[src/rtl/i2ct_pkg.sv]
package i2ct_pkg;
    localparam int BYTE_W = 8;

    typedef enum logic [3:0] {
        ST_IDLE,
        ST_ADDR,
        ST_ADDR_ACK,
        ST_WR_BYTE,
        ST_WR_ACK,
        ST_RD_BYTE,
        ST_RD_ACK,
        ST_HOLD,
        ST_IGNORE
    } tgt_state_e;
endpackage

[src/rtl/i2ct_sync.sv]
module i2ct_sync #(
    parameter int WIDTH  = 2,
    parameter int STAGES = 2
) (
    input  logic             clk,
    input  logic             rst_n,
    input  logic [WIDTH-1:0] d_i,
    output logic [WIDTH-1:0] q_o
);
    for (genvar g = 0; g < WIDTH; g++) begin : g_bit
        logic [STAGES-1:0] chain;
        always_ff @(posedge clk or negedge rst_n) begin
            if (!rst_n) chain <= '1;          // idle bus reads high
            else        chain <= {chain[STAGES-2:0], d_i[g]};
        end
        assign q_o[g] = chain[STAGES-1];
    end
endmodule

[src/rtl/i2ct_cond.sv]
module i2ct_cond (
    input  logic clk,
    input  logic rst_n,
    input  logic scl_s,
    input  logic sda_s,
    output logic scl_rise,
    output logic scl_fall,
    output logic start_det,
    output logic stop_det
);
    logic scl_q, sda_q;

    always_ff @(posedge clk or negedge rst_n) begin
        if (!rst_n) begin
            scl_q <= 1'b1;
            sda_q <= 1'b1;
        end else begin
            scl_q <= scl_s;
            sda_q <= sda_s;
        end
    end

    assign scl_rise  =  scl_s & ~scl_q;
    assign scl_fall  = ~scl_s &  scl_q;
    // SDA edge while SCL stays high on both samples
    assign start_det =  scl_s & scl_q &  sda_q & ~sda_s;
    assign stop_det  =  scl_s & scl_q & ~sda_q &  sda_s;
endmodule

[src/rtl/i2c_strap_target.sv]
module i2c_strap_target
    import i2ct_pkg::*;
#(
    parameter logic [3:0] DEV_ID      = 4'b0100,
    parameter int         PTR_W       = 3,
    parameter int         SYNC_STAGES = 2
) (
    input  logic              clk,
    input  logic              rst_n,
    input  logic              bus_scl_i,
    input  logic              bus_sda_i,
    input  logic [2:0]        strap_i,
    input  logic              host_ready,
    output logic              bus_scl_oe,
    output logic              bus_sda_oe,
    output logic              rf_we,
    output logic [PTR_W-1:0]  rf_addr,
    output logic [BYTE_W-1:0] rf_wdata,
    input  logic [BYTE_W-1:0] rf_rdata
);
    localparam int               CNT_W = $clog2(BYTE_W + 1);
    localparam logic [CNT_W-1:0] FULL  = CNT_W'(BYTE_W);

    // ---------------- front end ----------------
    logic [1:0] raw_lines, sync_lines;
    logic       scl_s, sda_s;
    logic       scl_rise, scl_fall, start_det, stop_det;

    assign raw_lines = {bus_scl_i, bus_sda_i};

    i2ct_sync #(.WIDTH(2), .STAGES(SYNC_STAGES)) u_sync (
        .clk   (clk),
        .rst_n (rst_n),
        .d_i   (raw_lines),
        .q_o   (sync_lines)
    );
    assign scl_s = sync_lines[1];
    assign sda_s = sync_lines[0];

    i2ct_cond u_cond (
        .clk       (clk),
        .rst_n     (rst_n),
        .scl_s     (scl_s),
        .sda_s     (sda_s),
        .scl_rise  (scl_rise),
        .scl_fall  (scl_fall),
        .start_det (start_det),
        .stop_det  (stop_det)
    );

    // ---------------- state and datapath ----------------
    tgt_state_e        state, state_nx;
    logic [CNT_W-1:0]  bit_cnt;
    logic [BYTE_W-1:0] shreg;
    logic [PTR_W-1:0]  ptr;
    logic              rd_mode, first_byte, ctl_nack;
    logic              byte_done, addr_hit, load_tx, ack_slot;

    assign byte_done = (bit_cnt == FULL);
    assign addr_hit  = (shreg[BYTE_W-1:1] == {DEV_ID, strap_i});
    assign ack_slot  = (state == ST_ADDR_ACK) || (state == ST_WR_ACK);
    assign load_tx   = (state_nx == ST_RD_BYTE) && (state != ST_RD_BYTE);

    always_comb begin
        state_nx = state;
        if (start_det) begin
            state_nx = ST_ADDR;
        end else if (stop_det) begin
            state_nx = ST_IDLE;
        end else begin
            unique case (state)
                ST_IDLE, ST_IGNORE: state_nx = state;
                ST_ADDR:
                    if (scl_fall && byte_done)
                        state_nx = addr_hit ? ST_ADDR_ACK : ST_IGNORE;
                ST_ADDR_ACK, ST_WR_ACK:
                    if (scl_fall)
                        state_nx = !host_ready ? ST_HOLD
                                 : (rd_mode ? ST_RD_BYTE : ST_WR_BYTE);
                ST_RD_ACK:
                    if (scl_fall)
                        state_nx = ctl_nack    ? ST_IGNORE
                                 : !host_ready ? ST_HOLD : ST_RD_BYTE;
                ST_HOLD:
                    if (host_ready)
                        state_nx = rd_mode ? ST_RD_BYTE : ST_WR_BYTE;
                ST_WR_BYTE:
                    if (scl_fall && byte_done) state_nx = ST_WR_ACK;
                ST_RD_BYTE:
                    if (scl_fall && byte_done) state_nx = ST_RD_ACK;
                default: state_nx = ST_IDLE;
            endcase
        end
    end

    always_ff @(posedge clk or negedge rst_n) begin
        if (!rst_n) state <= ST_IDLE;
        else        state <= state_nx;
    end

    always_ff @(posedge clk or negedge rst_n) begin
        if (!rst_n) begin
            bit_cnt    <= '0;
            shreg      <= '0;
            ptr        <= '0;
            rd_mode    <= 1'b0;
            first_byte <= 1'b1;
            ctl_nack   <= 1'b0;
            bus_sda_oe <= 1'b0;
            bus_scl_oe <= 1'b0;
        end else if (start_det || stop_det) begin
            bit_cnt    <= '0;
            first_byte <= 1'b1;
            bus_sda_oe <= 1'b0;
            bus_scl_oe <= 1'b0;
        end else begin
            if (scl_rise && (state == ST_ADDR || state == ST_WR_BYTE || state == ST_RD_BYTE))
                bit_cnt <= bit_cnt + 1'b1;
            if (scl_rise && (state == ST_ADDR || state == ST_WR_BYTE))
                shreg <= {shreg[BYTE_W-2:0], sda_s};
            if (scl_rise && state == ST_RD_ACK)
                ctl_nack <= sda_s;

            if (scl_fall && byte_done && state == ST_ADDR && addr_hit) begin
                bus_sda_oe <= 1'b1;
                rd_mode    <= shreg[0];
            end

            if (scl_fall && byte_done && state == ST_WR_BYTE) begin
                bus_sda_oe <= 1'b1;
                if (first_byte) begin
                    ptr        <= shreg[PTR_W-1:0];
                    first_byte <= 1'b0;
                end else begin
                    ptr <= ptr + 1'b1;
                end
            end

            if (scl_fall && state == ST_RD_BYTE) begin
                if (byte_done) begin
                    bus_sda_oe <= 1'b0;
                    ptr        <= ptr + 1'b1;
                end else begin
                    bus_sda_oe <= ~shreg[BYTE_W-2];
                    shreg      <= {shreg[BYTE_W-2:0], 1'b0};
                end
            end

            if (scl_fall && (ack_slot || state == ST_RD_ACK)) begin
                bus_sda_oe <= 1'b0;
                bit_cnt    <= '0;
                bus_scl_oe <= (state_nx == ST_HOLD);
            end

            if (state == ST_HOLD && host_ready)
                bus_scl_oe <= 1'b0;

            if (load_tx) begin
                shreg      <= rf_rdata;
                bus_sda_oe <= ~rf_rdata[BYTE_W-1];
            end
        end
    end

    assign rf_we    = (state == ST_WR_BYTE) && scl_fall && byte_done && !first_byte;
    assign rf_addr  = ptr;
    assign rf_wdata = shreg;

    // ---------------- assertions ----------------
    AST_SDA_MOVES_LOW: assert property (@(posedge clk) disable iff (!rst_n)
        (bus_sda_oe != $past(bus_sda_oe)) |-> !scl_s);
    AST_SILENT_WHEN_OFF: assert property (@(posedge clk) disable iff (!rst_n)
        (state == ST_IGNORE || state == ST_IDLE) |-> (!bus_sda_oe && !rf_we));
    AST_WE_PULSE: assert property (@(posedge clk) disable iff (!rst_n)
        rf_we |=> !rf_we);
    AST_HOLD_ONLY_LOW: assert property (@(posedge clk) disable iff (!rst_n)
        $rose(bus_scl_oe) |-> !scl_s);
    AST_START_REFRAMES: assert property (@(posedge clk) disable iff (!rst_n)
        start_det |=> (state == ST_ADDR && bit_cnt == '0));
endmodule

[config.mk]
export PLATFORM = sky130hd
export DESIGN_NAME = i2c_strap_target
export DESIGN_NICKNAME = d
export VERILOG_FILES = /design/src/rtl/i2ct_pkg.sv /design/src/rtl/i2ct_sync.sv /design/src/rtl/i2ct_cond.sv /design/src/rtl/i2c_strap_target.sv
export SDC_FILE = /design/constraint.sdc
export NUM_CORES = 1
export LEC_CHECK = 0
export ABC_AREA = 1
export BUFFER_PORTS_ARGS = -buffer_cell sky130_fd_sc_hd__buf_2
export CAP_MARGIN = 10
export CORE_MARGIN = 4
export CORE_UTILIZATION = 40
export CTS_BUF_LIST = sky130_fd_sc_hd__clkbuf_16
export DETAILED_ROUTE_END_ITERATION = 10
export PLACE_DENSITY = 0.61
export SETUP_SLACK_MARGIN = 0.02
export SYNTH_ARGS = -nofsm -noshare
export SYNTH_HDL_FRONTEND = slang
export SYNTH_SLANG_ARGS = --single-unit
[constraint.sdc]
create_clock -name clk -period 1.9 [get_ports clk]
set_input_delay 0.19 -clock clk [delete_from_list [all_inputs] [get_ports clk]]
set_output_delay 0.19 -clock clk [all_outputs]
set_load 0.01 [all_outputs]
==> out/qor.yml <==
synth_nets: 261
rr_worst_depth: 15
worstSkewPairLatency_ps: 270
routedWlPerCell_um: 11.8
combPwrFrac_pct: 26.3
worstPathCellList: "inv_1 -> ha_2 -> nand2_2 -> nor2_4 -> nand2_4 -> nor2_4 -> buf_6 -> inv_4 -> nor2_1 -> buf_2"
hpwlAfterDp_um: 3230
ant_nets: 0
cp-end-kind: "primary output"
grt_setup_unrepaired: "yes"
drt_iter0_drc: 94
cts_tree: "built"
drc: 0
worstMarginPinSlew_ps: 677
viasPerCell: 4.74
grt_usage_pct: 16.0
critPathKind: "register to primary output"
status: "complete, no violations"
grt_pass1_wl_um: 6800
yosys-top-cells-count: "74 x nand2_1, 27 x nor2_1, 24 x inv_1, 23 x dfrtp_1, 15 x nand3_1"
hp-class: "input port to register"
peakVddDrop_mv: 0.592
finalClockSkew_ps: 4.31
cts_root_buf: "clkbuf_16"
min_period_over_period_pct: 96.7
power_switching_uw: 678
coreArea_um2: 4380
layout.nets: 314
hold_viol: 0
required_ps: 1710
holdWs_ps: 21.4
grt_antenna_before_repair: 0
clock_tree.buffer_depth: 2
netlist-cell-type-count: 33
avgSynthCellArea_um2: 7.53
reg2reg_slack_ps: 80
postSynthCellCount: 242
firstDrtPassIters: 4
placed_cell_area_um2: 2140
routed_wirelength_um: 4100
die_y_um: 75.5
finalSetupViolCount: 0
arrival_ps: 1650
fmax_ghz: 0.544
path_clk_slew_ps: 50
r2r_start: "u_cond.scl_q"
p_total_uw: 2160
critPathMaxFanout: 5
synth_area_leaders: "dfrtp_1 32%, nand2_1 15%, dfstp_2 10%, nor2_1 5.6%, inv_1 4.9%"
met3WireLength_um: 163
max-slew-margin-rel_pct: 54.9
port_buffers: 29
cellPowerDensity_nw_per_um2: 914
yosys.area.top_type: "dfrtp_1"
antenna_cells: 0
vias: 1649
yosys.cell_count.top_type: "nand2_1"
std_cell_rows: 24
dr_wl_met2_um: 1900
switching_share_pct: 31.4
cp-startpoint: "bit_cnt[0]"
synth-edff-count: 0
initial_core_util_pct: 41.6
num-fill-cells: 441
crit_path_frequent_cell: "nor2_4"
fin_crit_ps: 1840
cp-start-kind: "register"
p_leak_uw: 0.00120
die_area_um2: 5700
crit_path_end: "rf_we"
reg2reg_to: "rf_wdata[1]"
grt_start_max_net_pins: 31
synth-main-ff-cell: "dfrtp_1"
gr-total-overflow: 0
top_level_ports: 30
clkPwrFrac_pct: 33.4
areaGrowthSynthToFinish_pct: 29.7
met1Wirelength_um: 1970
clock_sinks: 30
finalSetupTns_ps: 0
htree_levels: 2
yosys_warnings: 0
maxCapViolCount: 0
cts_buffers: 5
final_cell_area_um2: 2360
cp_slowest_stage_delay_ps: 370
seq_power_share_pct: 40.2
netlist_area_um2: 1820
crit_slowest_cell: "dfrtp_1"
gp_congestion: 0.935
slew_viol_final: 0
ys_ff_latch: 30
maxUsedRoutingLayer: "met4"
grt_pass1_vias: 1500
layout-drive-gt1-share_pct: 33.1
die_w_um: 75.5
async_flop_share_pct: 100
ys_seq_area_share_pct: 41.7
p_int_uw: 1480
synth_top_area_share_pct: 31.6
-- registers in the layout (all words and copies together), names as in the netlist --
register / cells
rf_wdata: 8
bus_sda_oe: 1
bit_cnt: 4
u_sync.g_bit.chain: 4
u_cond.sda_q: 1
first_byte: 1
rf_addr: 3
state: 4
rd_mode: 1
ctl_nack: 1
bus_scl_oe: 1
u_cond.scl_q: 1
-- layout make-up --
| type | count | area (µm²) | share of cell area [%] |
|---|---|---|---|
| multi-input cells | 177 | 963 | 40.7 |
| flip-flops and latches | 30 | 759 | 32.1 |
| repair buffers | 48 | 310 | 13.1 |
| inverters | 33 | 129 | 5.45 |
| clock buffers | 5 | 125 | 5.29 |
| well taps | 52 | 65.1 | 2.75 |
| clock inverters | 3 | 12.5 | 0.529 |
-- metrics by stage --
stage | util, % | worst slack, ps | cells
6_report | 53.9 | 62.2 | 348
3_3_place_gp | 48.8 | 87.3 | 336
5_1_grt | 53.9 | -52.6 | 348
4_1_cts | 52.2 | 24.7 | 345
3_5_place_dp | 48.8 | 77.4 | 336
2_1_floorplan | - | 130 | 242
-- repair_timing --
item                       in CTS  in global routing
pin swaps                       0                  3
setup endpoints to repair       1                 12
gates cloned                    0                  0
hold buffers                    1                  0
gates resized for setup         1                 16
hold endpoints to repair       23                  0
setup buffers                   0                  3
-- worst min path at each step --
stage              start                        to  slack, ps  cells past startpoint
2_1_floorplan      rst_n                bit_cnt[0]       -110                      0
3_3_place_gp       rst_n                bit_cnt[2]        280                      1
3_5_place_dp       rst_n                bit_cnt[0]        280                      1
4_1_cts        bus_sda_i  u_sync.g_bit[0].chain[0]         10                      1
5_1_grt        bus_sda_i  u_sync.g_bit[0].chain[0]          7                      1
6_report       bus_scl_i  u_sync.g_bit[1].chain[0]         20                      1
-- metal layers --
metal | vias to the layer above | track usage [%]
li1 | 877 | -
met1 | 737 | 21.6
met2 | 29 | 24.4
met3 | 6 | 4.35
met4 | 0 | 6.21
met5 | - | 0
-- worst max-delay path, delay by kind of cell, from the launching register on --
kind          cells  cell delay [ps]
flops             1              370
simple gates      5              480
buf+inv           4              350
fa+ha+maj         1              180
-- placed cells by master (no fill, tap or decap), types with 6 or more instances in the layout --
cell     instances
nand3_1         14
inv_1           24
buf_4           15
inv_2            8
nor2_1          26
dfstp_2          7
buf_2           29
nand2_1         71
o21ai_0         12
o21ai_2          6
dfrtp_1         23
-- logic make-up after synthesis --
group	synth area share [%]
AO/OA/AOI/OAI	11.7
XOR/XNOR	1.92
adder cells (fa/ha/maj)	2.06
buffers and inverters	7.82
flip-flops	41.7
multiplexers	0.549
AND/OR/NAND/NOR	34.2
-- power by group through the flow --
| stage | clock network, µW | registers [µW] | logic (µW) |
|---|---|---|---|
| 6_report | 722 | 869 | 569 |
| 5_1_grt | 787 | 889 | 643 |
| 4_1_cts | 746 | 870 | 566 |
| 3_5_place_dp | 0 | 878 | 563 |
| 3_3_place_gp | 0 | 877 | 561 |
| 2_1_floorplan | 0 | 903 | 311 |
No activity file was read; power rests on OpenSTA's default activity.
